File: config.mk
export PLATFORM = sky130hd
export DESIGN_NAME = tx_retry_status
export DESIGN_NICKNAME = d
export VERILOG_FILES = /design/src/rtl/tx_retry_pkg.sv /design/src/rtl/tx_byte_window.sv /design/src/rtl/tx_defer_timer.sv /design/src/rtl/tx_carrier_mon.sv /design/src/rtl/tx_retry_status.sv
export SDC_FILE = /design/constraint.sdc
export NUM_CORES = 1
export LEC_CHECK = 0
export ABC_AREA = 1
export ABC_CLOCK_PERIOD_IN_PS = 2100
export BUFFER_PORTS_ARGS = -buffer_cell sky130_fd_sc_hd__buf_2
export CAP_MARGIN = 15
export CELL_PAD_IN_SITES_DETAIL_PLACEMENT = 1
export CELL_PAD_IN_SITES_GLOBAL_PLACEMENT = 1
export CORE_ASPECT_RATIO = 0.5
export CORE_UTILIZATION = 42
export DETAILED_ROUTE_END_ITERATION = 12
export PLACE_DENSITY_LB_ADDON = 0.08
export SKIP_CTS_REPAIR_TIMING = 1
export SLEW_MARGIN = 25
export SYNTH_ARGS = -nofsm -noshare
export SYNTH_HDL_FRONTEND = slang
export SYNTH_HIERARCHICAL = 1
export SYNTH_SLANG_ARGS = --single-unit
File: constraint.sdc
create_clock -name clk_i -period 2.1 [get_ports clk_i]
set_input_delay 0.315 -clock clk_i [delete_from_list [all_inputs] [get_ports clk_i]]
set_output_delay 0.315 -clock clk_i [all_outputs]
set_load 0.005 [all_outputs]
File: src/rtl/tx_retry_pkg.sv
package tx_retry_pkg;

  localparam int unsigned MAX_ATTEMPTS = 16;
  localparam int unsigned CNT_W        = $clog2(MAX_ATTEMPTS);

  typedef enum logic [1:0] {
    ST_IDLE,
    ST_DEFER,
    ST_XMIT
  } tx_state_e;

  typedef struct packed {
    logic [CNT_W-1:0] col_cnt;      // [11:8]
    logic             vlan;         // [7]
    logic             loss_carrier; // [6]
    logic             no_carrier;   // [5]
    logic             deferred;     // [4]
    logic             exc_defer;    // [3]
    logic             underflow;    // [2]
    logic             late_col;     // [1]
    logic             exc_col;      // [0]
  } tx_stat_t;

  localparam int unsigned STAT_W = $bits(tx_stat_t);

endpackage

File: src/rtl/tx_byte_window.sv
module tx_byte_window #(
  parameter int unsigned LATE_BYTES = 64
) (
  input  logic clk_i,
  input  logic rst_ni,
  input  logic clr_i,
  input  logic tick_i,
  output logic late_o
);
  localparam int unsigned W = $clog2(LATE_BYTES + 1);
  localparam logic [W-1:0] LAST = W'(LATE_BYTES);

  logic [W-1:0] cnt_q;

  // saturates at the boundary, nothing past it matters
  always_ff @(posedge clk_i or negedge rst_ni) begin
    if (!rst_ni)                      cnt_q <= '0;
    else if (clr_i)                   cnt_q <= '0;
    else if (tick_i && cnt_q != LAST) cnt_q <= cnt_q + 1'b1;
  end

  assign late_o = (cnt_q == LAST);
endmodule

File: src/rtl/tx_defer_timer.sv
module tx_defer_timer #(
  parameter int unsigned LIMIT = 3036
) (
  input  logic clk_i,
  input  logic rst_ni,
  input  logic clr_i,
  input  logic run_i,
  input  logic tick_i,
  input  logic en_i,
  output logic expired_o
);
  localparam int unsigned W = $clog2(LIMIT + 1);
  localparam logic [W-1:0] LAST = W'(LIMIT);

  logic [W-1:0] cnt_q;

  always_ff @(posedge clk_i or negedge rst_ni) begin
    if (!rst_ni)                              cnt_q <= '0;
    else if (clr_i)                           cnt_q <= '0;
    else if (run_i && tick_i && cnt_q != LAST) cnt_q <= cnt_q + 1'b1;
  end

  // fires on the first tick beyond the limit
  assign expired_o = en_i & run_i & tick_i & (cnt_q == LAST);
endmodule

File: src/rtl/tx_carrier_mon.sv
module tx_carrier_mon (
  input  logic clk_i,
  input  logic rst_ni,
  input  logic frame_clr_i,
  input  logic attempt_clr_i,
  input  logic active_i,
  input  logic crs_i,
  output logic seen_now_o,
  output logic loss_o
);
  logic seen_q, loss_q;

  always_ff @(posedge clk_i or negedge rst_ni) begin
    if (!rst_ni) begin
      seen_q <= 1'b0;
      loss_q <= 1'b0;
    end else if (frame_clr_i) begin
      seen_q <= 1'b0;
      loss_q <= 1'b0;
    end else if (attempt_clr_i) begin
      seen_q <= 1'b0;
    end else if (active_i) begin
      seen_q <= seen_q | crs_i;
      if (seen_q && !crs_i) loss_q <= 1'b1;
    end
  end

  assign seen_now_o = seen_q | crs_i;
  assign loss_o     = loss_q;
endmodule

File: src/rtl/tx_retry_status.sv
module tx_retry_status
  import tx_retry_pkg::*;
#(
  parameter int unsigned LATE_BYTES  = 64,
  parameter int unsigned DEFER_LIMIT = 3036
) (
  input  logic              clk_i,
  input  logic              rst_ni,
  input  logic              retry_dis_i,
  input  logic              defer_chk_en_i,
  input  logic              start_i,
  input  logic              vlan_i,
  input  logic              byte_tick_i,
  input  logic              crs_i,
  input  logic              col_i,
  input  logic              fifo_empty_i,
  input  logic              eof_i,
  output logic              retry_o,
  output logic              abort_o,
  output logic              suspend_o,
  output logic              underflow_o,
  output logic              stat_valid_o,
  output logic [STAT_W-1:0] stat_o
);
  localparam logic [CNT_W-1:0] LAST_RETRY = CNT_W'(MAX_ATTEMPTS - 1);

  tx_state_e        state_q;
  logic [CNT_W-1:0] col_cnt_q;
  logic exc_col_q, late_q, uf_q, xd_q, dfr_q, nc_q, vlan_q;
  logic retry_q, abort_q, valid_q, uf_pulse_q, suspend_q;

  logic in_idle, in_defer, in_xmit;
  logic late_zone, defer_expired, seen_now, loss;
  logic frame_start, col_hit, late_hit, limit_hit, retry_hit;
  logic uf_hit, eof_hit, xd_hit, finish;

  assign in_idle  = (state_q == ST_IDLE);
  assign in_defer = (state_q == ST_DEFER);
  assign in_xmit  = (state_q == ST_XMIT);

  assign frame_start = in_idle & start_i;
  assign col_hit     = in_xmit & col_i;
  assign late_hit    = col_hit & late_zone;
  assign limit_hit   = col_hit & ~late_zone & (retry_dis_i | (col_cnt_q == LAST_RETRY));
  assign retry_hit   = col_hit & ~late_zone & ~limit_hit;
  assign uf_hit      = in_xmit & ~col_i & fifo_empty_i & ~eof_i;
  assign eof_hit     = in_xmit & ~col_i & eof_i;
  assign xd_hit      = in_defer & defer_expired;
  assign finish      = late_hit | limit_hit | uf_hit | eof_hit | xd_hit;

  tx_byte_window #(.LATE_BYTES(LATE_BYTES)) win_i (
    .clk_i  (clk_i),
    .rst_ni (rst_ni),
    .clr_i  (~in_xmit | retry_hit),
    .tick_i (byte_tick_i),
    .late_o (late_zone)
  );

  tx_defer_timer #(.LIMIT(DEFER_LIMIT)) dly_i (
    .clk_i     (clk_i),
    .rst_ni    (rst_ni),
    .clr_i     (~in_defer),
    .run_i     (crs_i),
    .tick_i    (byte_tick_i),
    .en_i      (defer_chk_en_i),
    .expired_o (defer_expired)
  );

  tx_carrier_mon crs_i_mon (
    .clk_i         (clk_i),
    .rst_ni        (rst_ni),
    .frame_clr_i   (frame_start),
    .attempt_clr_i (retry_hit),
    .active_i      (in_xmit),
    .crs_i         (crs_i),
    .seen_now_o    (seen_now),
    .loss_o        (loss)
  );

  always_ff @(posedge clk_i or negedge rst_ni) begin
    if (!rst_ni) begin
      state_q    <= ST_IDLE;
      col_cnt_q  <= '0;
      exc_col_q  <= 1'b0;
      late_q     <= 1'b0;
      uf_q       <= 1'b0;
      xd_q       <= 1'b0;
      dfr_q      <= 1'b0;
      nc_q       <= 1'b0;
      vlan_q     <= 1'b0;
      retry_q    <= 1'b0;
      abort_q    <= 1'b0;
      valid_q    <= 1'b0;
      uf_pulse_q <= 1'b0;
      suspend_q  <= 1'b0;
    end else begin
      retry_q    <= retry_hit;
      abort_q    <= finish & ~eof_hit;
      valid_q    <= finish;
      uf_pulse_q <= uf_hit;

      unique case (state_q)
        ST_IDLE: begin
          if (start_i) begin
            col_cnt_q <= '0;
            exc_col_q <= 1'b0;
            late_q    <= 1'b0;
            uf_q      <= 1'b0;
            xd_q      <= 1'b0;
            nc_q      <= 1'b0;
            suspend_q <= 1'b0;
            dfr_q     <= crs_i;
            vlan_q    <= vlan_i;
            state_q   <= crs_i ? ST_DEFER : ST_XMIT;
          end
        end
        ST_DEFER: begin
          if (!crs_i) begin
            state_q <= ST_XMIT;
          end else if (xd_hit) begin
            xd_q    <= 1'b1;
            state_q <= ST_IDLE;
          end
        end
        ST_XMIT: begin
          // late collision and hard limits win over retry
          if (late_hit) begin
            late_q  <= 1'b1;
            state_q <= ST_IDLE;
          end else if (limit_hit) begin
            exc_col_q <= 1'b1;
            state_q   <= ST_IDLE;
          end else if (retry_hit) begin
            col_cnt_q <= col_cnt_q + 1'b1;
          end else if (uf_hit) begin
            uf_q      <= 1'b1;
            suspend_q <= 1'b1;
            state_q   <= ST_IDLE;
          end else if (eof_hit) begin
            nc_q    <= ~seen_now;
            state_q <= ST_IDLE;
          end
        end
        default: state_q <= ST_IDLE;
      endcase
    end
  end

  tx_stat_t stat;
  always_comb begin
    stat.col_cnt      = exc_col_q ? '0 : col_cnt_q;
    stat.vlan         = vlan_q;
    stat.loss_carrier = loss;
    stat.no_carrier   = nc_q;
    stat.deferred     = dfr_q;
    stat.exc_defer    = xd_q;
    stat.underflow    = uf_q;
    stat.late_col     = late_q & ~uf_q;
    stat.exc_col      = exc_col_q;
  end

  assign stat_o       = stat;
  assign retry_o      = retry_q;
  assign abort_o      = abort_q;
  assign stat_valid_o = valid_q;
  assign underflow_o  = uf_pulse_q;
  assign suspend_o    = suspend_q;
endmodule

==> results of run 1 <==
-- final cells by class --
| type | instances | area [µm²] |
|---|---|---|
| inverters | 52 | 206 |
| well taps | 70 | 87.6 |
| flip-flops and latches | 38 | 951 |
| multi-input cells | 217 | 1080 |
| fillers | 693 | 2480 |
| repair buffers | 34 | 200 |
| clock buffers | 6 | 82.6 |
-- power by group through the flow --
stage / combinational, mW / sequential, mW / clock [mW]
2_1_floorplan: 0.532 / 0.953 / 0
3_3_place_gp: 0.673 / 0.967 / 0
3_5_place_dp: 0.711 / 0.973 / 0
4_1_cts: 0.716 / 0.958 / 0.533
5_1_grt: 0.910 / 0.980 / 0.548
6_report: 0.816 / 0.958 / 0.511
-- metal layers --
layer  wire length, µm  GRT usage
met1              2580      0.248
met2              3130      0.426
met3               164     0.0476
met4                57     0.0776
met5                 0          0
-- state kept, by name, summed over array words and instances, names as in the netlist --
signal and cells:
dfr_q 1, crs_i_mon/seen_q 1, suspend_o 1, col_cnt_q 4, crs_i_mon/loss_o 1, nc_q 1, stat_valid_o 1, state_q 2
dly_i/cnt_q 12, exc_col_q 1, late_q 1, xd_q 1, retry_o 1, vlan_q 1, abort_o 1, underflow_o 1
win_i/cnt_q 7
-- cell usage after synthesis, types with 2 or more instances --
library cell | number | area (µm²)
nor3_1 | 2 | 10.0
inv_1 | 46 | 173
o21ai_1 | 5 | 25.0
nand2_2 | 4 | 25.0
a21oi_1 | 4 | 20.0
nand4_1 | 16 | 100
nand3_2 | 3 | 30.0
nor2_2 | 2 | 12.5
nand2_1 | 93 | 349
ha_1 | 5 | 62.6
inv_2 | 4 | 15.0
nor2_1 | 36 | 135
or2_2 | 3 | 18.8
xor2_1 | 3 | 26.3
nor2_4 | 4 | 45.0
a21oi_2 | 2 | 17.5
dfrtp_1 | 38 | 951
nand3_1 | 26 | 130
buf_4 | 7 | 52.6
nand2_4 | 3 | 33.8
o21ai_0 | 3 | 15.0
-- critical path, delay by kind of cell, from the launching register on --
family | cells | cell delay [ns]
and+or+nand+nor | 8 | 0.73
adders and majority gates | 1 | 0.22
DFF | 1 | 0.37
buffers and inverters | 7 | 0.56
-- layout by cell type, fill, tap and decap left out --
cell type	netlist	final
nor2_4	4	4
a21oi_1	4	4
buf_12	0	1
inv_1	46	45
nand3_1	26	26
or2_2	3	3
ha_1	5	5
nor4_1	1	1
nor2_1	36	36
buf_2	1	27
nand2_4	3	4
o21ai_1	5	5
o21ai_0	3	3
a21o_1	1	1
clkbuf_8	0	6
buf_4	7	6
nand4_1	16	16
nand2_2	4	3
nand3_2	3	3
clkinvlp_4	0	1
clkinv_4	1	1
nor3_1	2	2
dfrtp_1	38	38
xor2_1	3	3
nor2_2	2	2
inv_4	1	1
nand2_1	93	93
inv_2	4	4
a21oi_2	2	2
xnor2_1	1	1
-- final timing paths --
check,start,slack (ns),end
setup / recovery,win_i/cnt_q[0]$_DFFE_PN0P_,0.12,win_i/cnt_q[4]$_DFFE_PN0P_
hold / removal,rst_ni,0.02,col_cnt_q[2]$_DFFE_PN0P_
setup reg to reg,win_i/cnt_q[0]$_DFFE_PN0P_,0.12,win_i/cnt_q[4]$_DFFE_PN0P_
hold reg to reg,dfr_q$_DFFE_PN0P_,0.48,dfr_q$_DFFE_PN0P_
max in group asynchronous,rst_ni,1.53,stat_valid_o$_DFF_PN0_
min in group clk_i,vlan_i,0.22,vlan_q$_DFFE_PN0P_
-- stage by stage --
stage	setup TNS (ns)	area (µm²)	std cells	setup slack (ns)
after global routing	-0.607	2610	417	-0.101
after global placement	0	2470	406	0.254
after CTS	0	2550	412	0.127
after detailed placement	0	2470	406	0.141
final	0	2610	417	0.119
after floorplan	0	2290	316	0.393
-- kinds of logic (layout without fill, tap and decap cells) --
kind of cell	Yosys count	in the layout	share of synthesized area
AND/OR/NAND/NOR	193	193	0.391
buffers and inverters	61	92	0.115
flip-flops	38	38	0.415
AO/OA/AOI/OAI	15	15	0.0371
adder cells (fa/ha/maj)	5	5	0.0273
XOR/XNOR	4	4	0.0153
==> results.md, run 1 <==
- Run status: completed
- DR iter-0 viols: 75
- Num CTS Buffers: 5
- Nets@finish: 364
- Crit path time final: 1.98 ns
- CTS H-tree depth: 2
- Setup crit start kind: flip-flop
- Async SR Flop Fraction: 1.00
- VDD IR max: 0.345 mV
- Cells after Synth: 316
- Final Power: 2.29 mW
- Seq pwr share: 0.419
- Post-route DRC: 0
- Req. time, crit path: 2.29 ns
- Post-synthesis net count: 332
- Initial Util: 0.451
- Routability cong.: 0.804
- Routed WL per cell: 14.2 µm
- Via density: 4.98
- I/O Buffers: 27
- CP Cell Sequence: inv_1 > ha_1 > nand2_1 > inv_1 > nand3_2 > inv_1 > inv_1 > nand4_1 > inv_1 > nand2_1 > nand2_4 > clkinvlp_4 > nand2_4 > inv_4 > nand2_1 > nand2_1
- Worst min path class: primary input to async pin
- Tightest Pin Transition: 0.606 ns
- Clk_lat worst skew: 0.30 ns
- Max-cap violations: 0
- Proportion of layout cells with a drive suffix above 1: 0.196
- R2R depth: 16
- Core ar.: 5090 µm²
- Sequential fraction of the synthesis area: 0.415
- Kind of end point of the critical path: flip-flop
- CTS root buf: clkbuf_8
- Clock Sink Count: 38
- Fin crit share: 0.943
- Post-synth EDFFs: 0
- TritonRoute pass-1 iters: 4
- Post-detail-place hpwl: 4.36 mm
- Clock power frac: 0.224
- Leak: 1.42 nW
- Remaining antenna violation count: 0
- Power per cell area: 875 nW/µm²
- Synthesized cell area: 2290 µm²
- Pint: 1.42 mW
- GR Overflow Total: 0
- First-pass GRT wire length: 9.52 mm
- Synth-to-Final Area Change: 13.9%
- Worst Path Arrival: 2.17 ns
- Vias: 2077
- Die ar.: 5780 µm²
- Synth cell types: 28
- Max Slew Vio Count: 0
- TritonCTS clock tree: built
- Net Sw Frac: 0.380
- CP Max Fanout: 6
- Util after Layout: 0.513
- Crit path max-delay cell type: dfrtp_1
- Worst setup path class: flip-flop to flip-flop
- Die Span Y: 54.3 µm
- Combinational Power Share: 0.357
- Worst-path clk slew: 0.07 ns
- Ys flop type: dfrtp_1
- Vias in the first global route: 2084
- Synth Area per Inst: 7.26 µm²
- Fmax achieved: 0.505 GHz
- I/O pin count: 28
- Bufs on Longest Clock Path: 2
- # diodes: 0
- Psw: 0.868 mW
- Hold WS: 0.0163 ns
- Final hold violation count: 0
- Worst rel slew slack: 0.596
- Clock skew: 0.00400 ns
- Yosys reg bits: 38
- Initial antenna violation count: 0
- CP peak stage delay: 0.37 ns
- Final WL: 5.93 mm
- Synthesis warning total: 6
- Pin count of the biggest net entering global routing: 27
- Die width: 107 µm
- Std cell rows: 18
- GR Util All Layers: 0.219
- Setup violations, final: 0
- CP dominant cell by count: inv_1
Note: power is estimated with default switching activity, not from simulation.
==> run 2, diff against run 1 <==
--- a/config.mk
+++ b/config.mk
@@ -6,7 +6,7 @@
 export NUM_CORES = 1
 export LEC_CHECK = 0
 export ABC_AREA = 1
-export ABC_CLOCK_PERIOD_IN_PS = 2100
+export ABC_CLOCK_PERIOD_IN_PS = 1950
 export BUFFER_PORTS_ARGS = -buffer_cell sky130_fd_sc_hd__buf_2
 export CAP_MARGIN = 15
 export CELL_PAD_IN_SITES_DETAIL_PLACEMENT = 1
@@ -15,6 +15,7 @@
 export CORE_UTILIZATION = 42
 export DETAILED_ROUTE_END_ITERATION = 12
 export PLACE_DENSITY_LB_ADDON = 0.08
+export SETUP_SLACK_MARGIN = 0.02
 export SKIP_CTS_REPAIR_TIMING = 1
 export SLEW_MARGIN = 25
 export SYNTH_ARGS = -nofsm -noshare
==> constraint.sdc (replaced) <==
create_clock -name clk_i -period 1.95 [get_ports clk_i]
set_input_delay 0.2925 -clock clk_i [delete_from_list [all_inputs] [get_ports clk_i]]
set_output_delay 0.2925 -clock clk_i [all_outputs]
set_load 0.005 [all_outputs]
==> run 2 against run 1 <==
Routed wire length is 2.1% higher. Sequential power up 9%. First-iteration DRC count is 25% lower. Worst hold slack improved by 0.19 ns. Critical path type unchanged. Largest power group unchanged. Highest routed layer unchanged.
==> results.md, run 2 (synthesis gave the netlist of run 1 again) <==
- Setup violations, final: 0 (unchanged)
- Req. time, crit path: 2.14 ns (was 2.29 ns)
- R2R depth: 16 (unchanged)
- CTS root buf: clkbuf_8 (unchanged)
- Kind of end point of the critical path: flip-flop (unchanged)
- Setup WS post-layout: 0.0532 ns (was 0.119 ns)
- Register area: 951 µm² (unchanged)
- Worst-path clk slew: 0.08 ns (was 0.07 ns)
- Run status: completed (unchanged)
- Crit path time final: 1.90 ns (was 1.98 ns)
- Worst min path class: primary input to flip-flop (was primary input to async pin)
- Bufs on Longest Clock Path: 2 (unchanged)
- Clock Sink Count: 38 (unchanged)
- Vias: 2134 (was 2077)
- RR Endpoint: win_i/cnt_q[4]$_DFFE_PN0P_ (unchanged)
- CP Max Fanout: 6 (unchanged)
- Routability cong.: 0.825 (was 0.804)
- Hold WS: 0.209 ns (was 0.0163 ns)
- Worst rel slew slack: 0.710 (was 0.596)
- Proportion of layout cells with a drive suffix above 1: 0.231 (was 0.196)
- GR Overflow Total: 0 (unchanged)
- I/O Buffers: 27 (unchanged)
- Fin crit share: 0.973 (was 0.943)
- Placed cell areas: 2470 µm² (about the same)
- Max-cap violations: 0 (unchanged)
- CTS H-tree depth: 2 (unchanged)
- Fmax achieved: 0.527 GHz (was 0.505 GHz)
- Final Power: 2.48 mW (was 2.29 mW)
- Synth-to-Final Area Change: 16.5% (was 13.9%)
- Initial Util: 0.451 (unchanged)
- Die ar.: 5780 µm² (unchanged)
- Tightest Pin Transition: 0.434 ns (was 0.606 ns)
- TritonRoute pass-1 iters: 4 (unchanged)
- # fillers: 665 (was 693)
- Remaining antenna violation count: 0 (unchanged)
- Core ar.: 5090 µm² (unchanged)
- Util after Layout: 0.525 (was 0.513)
- Area taken by multi-input logic gates: 1120 µm² (was 1080 µm²)
- Max Slew Vio Count: 0 (unchanged)
- Post-detail-place hpwl: 4.32 mm (was 4.36 mm)
- Worst Path Arrival: 2.09 ns (was 2.17 ns)
- DR iter-0 viols: 56 (was 75)
- Num CTS Buffers: 5 (unchanged)
- # placed instances: 405 (was 406)
- GR Util All Layers: 0.220 (was 0.219)
- Clk_lat worst skew: 0.30 ns (about the same)
- Worst setup path class: flip-flop to flip-flop (unchanged)
- Nets@finish: 365 (was 364)
- Die Span Y: 54.3 µm (unchanged)
- Leak: 1.44 nW (was 1.42 nW)
- Post-Route Setup TNS: 0 ns (unchanged)
- Setup crit start kind: flip-flop (unchanged)
- # diodes: 0 (unchanged)
- Unrepaired setup endpoints after global routing: true
- Worst r2r src: win_i/cnt_q[1]$_DFFE_PN0P_ (was win_i/cnt_q[0]$_DFFE_PN0P_)
- Vias in the first global route: 2125 (was 2084)
- Worst R2R Setup Slack: 0.05 ns (was 0.12 ns)
- Power per cell area: 929 nW/µm² (was 875 nW/µm²)
- Pin count of the biggest net entering global routing: 39 (was 27)
- Most flops, register: dly_i/cnt_q (unchanged)
- Worst hold path depth: 3
- Post-place setup slack: -0.0412 ns (was 0.141 ns)
- Initial antenna violation count: 0 (unchanged)
- Via density: 5.08 (was 4.98)
- Routed WL per cell: 14.4 µm (was 14.2 µm)
- TritonCTS clock tree: built (unchanged)
- HP Start: vlan_i
- Post-route insts no fill: 420 (was 417)
- Post-route DRC: 0 (unchanged)
- Final hold violation count: 0 (unchanged)
- Most frequent cells in the layout: nand2_1 (88), inv_1 (40), dfrtp_1 (38), nor2_1 (36), buf_2 (27) (was nand2_1 (93), inv_1 (45), dfrtp_1 (38), nor2_1 (36), buf_2 (27))
- Hold path endpoint: vlan_q$_DFFE_PN0P_
- Max reg flops: 12 (unchanged)
- Post-Layout Inst Area: 2670 µm² (was 2610 µm²)
- VDD IR max: 0.409 mV (was 0.345 mV)
- I/O pin count: 28 (unchanged)
- First-pass GRT wire length: 9.65 mm (was 9.52 mm)
- Die width: 107 µm (unchanged)
- Top Registers: dly_i/cnt_q x12, win_i/cnt_q x7, col_cnt_q x4 (unchanged)
- Std cell rows: 18 (unchanged)
- Clock skew: 0.0110 ns (was 0.00400 ns)
- Final WL: 6.05 mm (was 5.93 mm)
- Commonest non-fill, non-tap cell in the layout: nand2_1 (unchanged)
## run 2: cell count changes in the layout (fill, tap and decap cells not counted), sizes merged
| cell | change |
|---|---|
| dlygate4sd3 | +1 |
| clkinv | +1 |
| clkbuf | +1 |
## run 2: worst max path at each step
stage / start / end / slack, ns / cells past startpoint
after floorplan: win_i/cnt_q[0]$_DFFE_PN0P_ / win_i/cnt_q[3]$_DFFE_PN0P_ / 0.24 / 15
after global placement: win_i/cnt_q[0]$_DFFE_PN0P_ / win_i/cnt_q[3]$_DFFE_PN0P_ / 0.10 / 16
after detailed placement: win_i/cnt_q[0]$_DFFE_PN0P_ / win_i/cnt_q[3]$_DFFE_PN0P_ / -0.04 / 16
after CTS: win_i/cnt_q[0]$_DFFE_PN0P_ / win_i/cnt_q[3]$_DFFE_PN0P_ / -0.15 / 16
after global routing: win_i/cnt_q[1]$_DFFE_PN0P_ / win_i/cnt_q[6]$_DFFE_PN0P_ / -0.06 / 16
final: win_i/cnt_q[1]$_DFFE_PN0P_ / win_i/cnt_q[4]$_DFFE_PN0P_ / 0.05 / 16
## run 2: per-layer routing
metal,part of all wire,up-vias,track usage
li1,-,1042,-
met1,0.43,1055,0.250
met2,0.53,30,0.439
met3,0.030,7,0.0464
met5,0,-,0
met4,0.010,0,0.0571
## run 2: layout make-up
type,count,share of cell area
clock inverter,1,0.00187
inverter,52,0.0773
timing repair buffer,35,0.0801
multi-input combinational,217,0.420
sequential,38,0.356
clock buffer,7,0.0323
tap,70,0.0328
## run 2: power breakdown
part           internal (mW)  total, mW  switching, mW
clock network          0.286      0.579          0.293
logic                  0.324      0.860          0.536
registers              0.915       1.04          0.128
## run 2: worst max-delay path, cell delays in order (launching register included)
cell and delay [ns]:
dfrtp_1 0.42, inv_2 0.08, ha_4 0.16, nand2_2 0.06, inv_2 0.05, nand3_4 0.07
inv_2 0.05, inv_2 0.05, nand4_1 0.13, inv_1 0.11, nand2_2 0.08, nand2_4 0.09
clkinvlp_4 0.15, nand2_4 0.13, inv_4 0.05, nand2_1 0.05, nand2_1 0.05
==> run 3, diff against run 2 <==
--- a/config.mk
+++ b/config.mk
@@ -12,7 +12,8 @@
 export CELL_PAD_IN_SITES_DETAIL_PLACEMENT = 1
 export CELL_PAD_IN_SITES_GLOBAL_PLACEMENT = 1
 export CORE_ASPECT_RATIO = 0.5
-export CORE_UTILIZATION = 42
+export CORE_UTILIZATION = 44
+export CTS_BUF_LIST = sky130_fd_sc_hd__clkbuf_2 sky130_fd_sc_hd__clkbuf_4 sky130_fd_sc_hd__clkbuf_8
 export DETAILED_ROUTE_END_ITERATION = 12
 export PLACE_DENSITY_LB_ADDON = 0.08
 export SETUP_SLACK_MARGIN = 0.02
==> run 3 against run 2 <==
Via count rose by 0.75%. Worst setup slack got worse by 0.015 ns. Design area fell by 0.28%. Critical path depth did not move. Count of clock-buffer cells in the layout did not move. Largest cell class unchanged.
==> results.md, run 3 (synthesis gave the netlist of run 1 again) <==
- Worst-path clk slew: 0.08 ns (about the same)
- DR iter-0 viols: 59 (was 56)
- CTS H-tree depth: 2 (unchanged)
- Routed WL per cell: 14.6 µm (was 14.4 µm)
- Std cell rows: 18 (unchanged)
- Synth-to-Final Area Change: 16.1% (was 16.5%)
- Run status: completed (unchanged)
- Most frequent cells in the layout: nand2_1 (90), inv_1 (42), dfrtp_1 (38), nor2_1 (36), buf_2 (27) (was nand2_1 (88), inv_1 (40), dfrtp_1 (38), nor2_1 (36), buf_2 (27))
- Req. time, crit path: 2.19 ns (was 2.14 ns)
- Hold WS: 0.0346 ns (was 0.209 ns)
- Max Slew Vio Count: 0 (unchanged)
- GR Util All Layers: 0.228 (was 0.220)
- I/O Buffers: 27 (unchanged)
- Power per cell area: 961 nW/µm² (was 929 nW/µm²)
- CTS root buf: clkbuf_8 (unchanged)
- Commonest non-fill, non-tap cell in the layout: nand2_1 (unchanged)
- Num CTS Buffers: 5 (unchanged)
- Die Span Y: 53.1 µm (was 54.3 µm)
- Initial antenna violation count: 0 (unchanged)
- First-pass GRT wire length: 9.58 mm (was 9.65 mm)
- Pin count of the biggest net entering global routing: 39 (unchanged)
- Initial Util: 0.461 (was 0.451)
- Die width: 104 µm (was 107 µm)
- RR Endpoint: col_cnt_q[1]$_DFFE_PN0P_ (was win_i/cnt_q[4]$_DFFE_PN0P_)
- Worst Path Arrival: 2.15 ns (was 2.09 ns)
- Post-route insts no fill: 423 (was 420)
- # placed instances: 406 (was 405)
- Post-detail-place hpwl: 4.38 mm (was 4.32 mm)
- R2R depth: 16 (unchanged)
- Setup crit start kind: flip-flop (unchanged)
- CP Max Fanout: 4 (was 6)
- Post-Route Setup TNS: 0 ns (unchanged)
- VDD IR max: 0.362 mV (was 0.409 mV)
- Clock Sink Count: 38 (unchanged)
- Tightest Pin Transition: 0.516 ns (was 0.434 ns)
- Clk_lat worst skew: 0.30 ns (about the same)
- Routability cong.: 0.802 (was 0.825)
- Proportion of layout cells with a drive suffix above 1: 0.229 (was 0.231)
- Kind of end point of the critical path: flip-flop (unchanged)
- Remaining antenna violation count: 0 (unchanged)
- Post-route DRC: 0 (unchanged)
- Leak: 1.45 nW (was 1.44 nW)
- Bufs on Longest Clock Path: 2 (unchanged)
- Worst rel slew slack: 0.656 (was 0.710)
- TritonCTS clock tree: built (unchanged)
- Final WL: 6.18 mm (was 6.05 mm)
- Worst r2r src: win_i/cnt_q[0]$_DFFE_PN0P_ (was win_i/cnt_q[1]$_DFFE_PN0P_)
- Crit path time final: 1.91 ns (was 1.90 ns)
- Max reg flops: 12 (unchanged)
- TritonRoute pass-1 iters: 4 (unchanged)
- Setup violations, final: 0 (unchanged)
- Nets@finish: 368 (was 365)
- Worst R2R Setup Slack: 0.04 ns (was 0.05 ns)
- Via density: 5.08 (about the same)
- GR Overflow Total: 0 (unchanged)
- Core ar.: 4980 µm² (was 5090 µm²)
- Vias: 2150 (was 2134)
- # diodes: 0 (unchanged)
- Final hold violation count: 0 (unchanged)
- Fmax achieved: 0.523 GHz (was 0.527 GHz)
- Most flops, register: dly_i/cnt_q (unchanged)
- Fin crit share: 0.980 (was 0.973)
- Top Registers: dly_i/cnt_q x12, win_i/cnt_q x7, col_cnt_q x4 (unchanged)
- Worst min path class: primary input to async pin (was primary input to flip-flop)
- Max-cap violations: 0 (unchanged)
- Die ar.: 5520 µm² (was 5780 µm²)
- I/O pin count: 28 (unchanged)
- Worst setup path class: flip-flop to flip-flop (unchanged)
- Vias in the first global route: 2086 (was 2125)
- Clock skew: 0.0110 ns (about the same)
-- run 3: cell count changes in the layout (fill, tap and decap cells not counted), sizes merged --
cell         previous run  this run
dlygate4sd3             1         0
buf                    34        38
-- run 3: layout make-up --
cell class	count	area [µm²]
Inverter	52	206
Fill cell	663	2310
Clock buffer	7	90.1
Clock inverter	1	5.00
Timing Repair Buffer	38	230
Tap cell	70	87.6
Sequential cell	38	951
Multi-Input combinational cell	217	1090
-- run 3: per-layer routing --
| layer | global-route usage | vias up | share of wire |
|---|---|---|---|
| li1 | - | 1050 | - |
| met1 | 0.261 | 1063 | 0.43 |
| met2 | 0.433 | 22 | 0.52 |
| met3 | 0.0530 | 15 | 0.022 |
| met4 | 0.0786 | 0 | 0.021 |
| met5 | 0 | - | 0 |
-- run 3: worst max-delay path: stages (launching register included) --
cell	delay, ns
dfrtp_1	0.39
inv_2	0.08
ha_2	0.17
nand2_2	0.05
inv_1	0.08
nand3_2	0.09
inv_2	0.08
inv_1	0.04
nand4_1	0.12
inv_1	0.08
nand2_2	0.10
nand2_4	0.08
buf_12	0.14
buf_4	0.12
nand2_2	0.09
nand2_1	0.07
nand2_1	0.06
-- run 3: how the worst max path moves through the flow --
stage | slack (ns) | end | cells after the start | startpoint
floorplan | 0.24 | win_i/cnt_q[3]$_DFFE_PN0P_ | 15 | win_i/cnt_q[0]$_DFFE_PN0P_
global placement | 0.09 | win_i/cnt_q[6]$_DFFE_PN0P_ | 16 | win_i/cnt_q[0]$_DFFE_PN0P_
detailed placement | -0.04 | win_i/cnt_q[4]$_DFFE_PN0P_ | 16 | win_i/cnt_q[0]$_DFFE_PN0P_
CTS | -0.11 | win_i/cnt_q[4]$_DFFE_PN0P_ | 16 | win_i/cnt_q[0]$_DFFE_PN0P_
global route | -0.1 | col_cnt_q[1]$_DFFE_PN0P_ | 16 | win_i/cnt_q[0]$_DFFE_PN0P_
finish | 0.04 | col_cnt_q[1]$_DFFE_PN0P_ | 16 | win_i/cnt_q[0]$_DFFE_PN0P_
-- run 3: metrics by stage --
step	power, mW	setup slack (ns)	cell area, µm²	utilization
2_1_floorplan	1.60	0.243	2290	-
3_3_place_gp	1.77	0.0937	2470	0.496
3_5_place_dp	1.82	-0.0416	2470	0.496
4_1_cts	2.43	-0.107	2560	0.515
5_1_grt	2.72	-0.0961	2660	0.535
6_report	2.56	0.0386	2660	0.535
-- run 3: power breakdown --
part           internal (mW)  total [mW]  leakage (nW)  switching [mW]
clock network          0.300       0.598        0.0517           0.299
logic                  0.370       0.920         0.880           0.550
registers              0.915        1.04         0.517           0.128
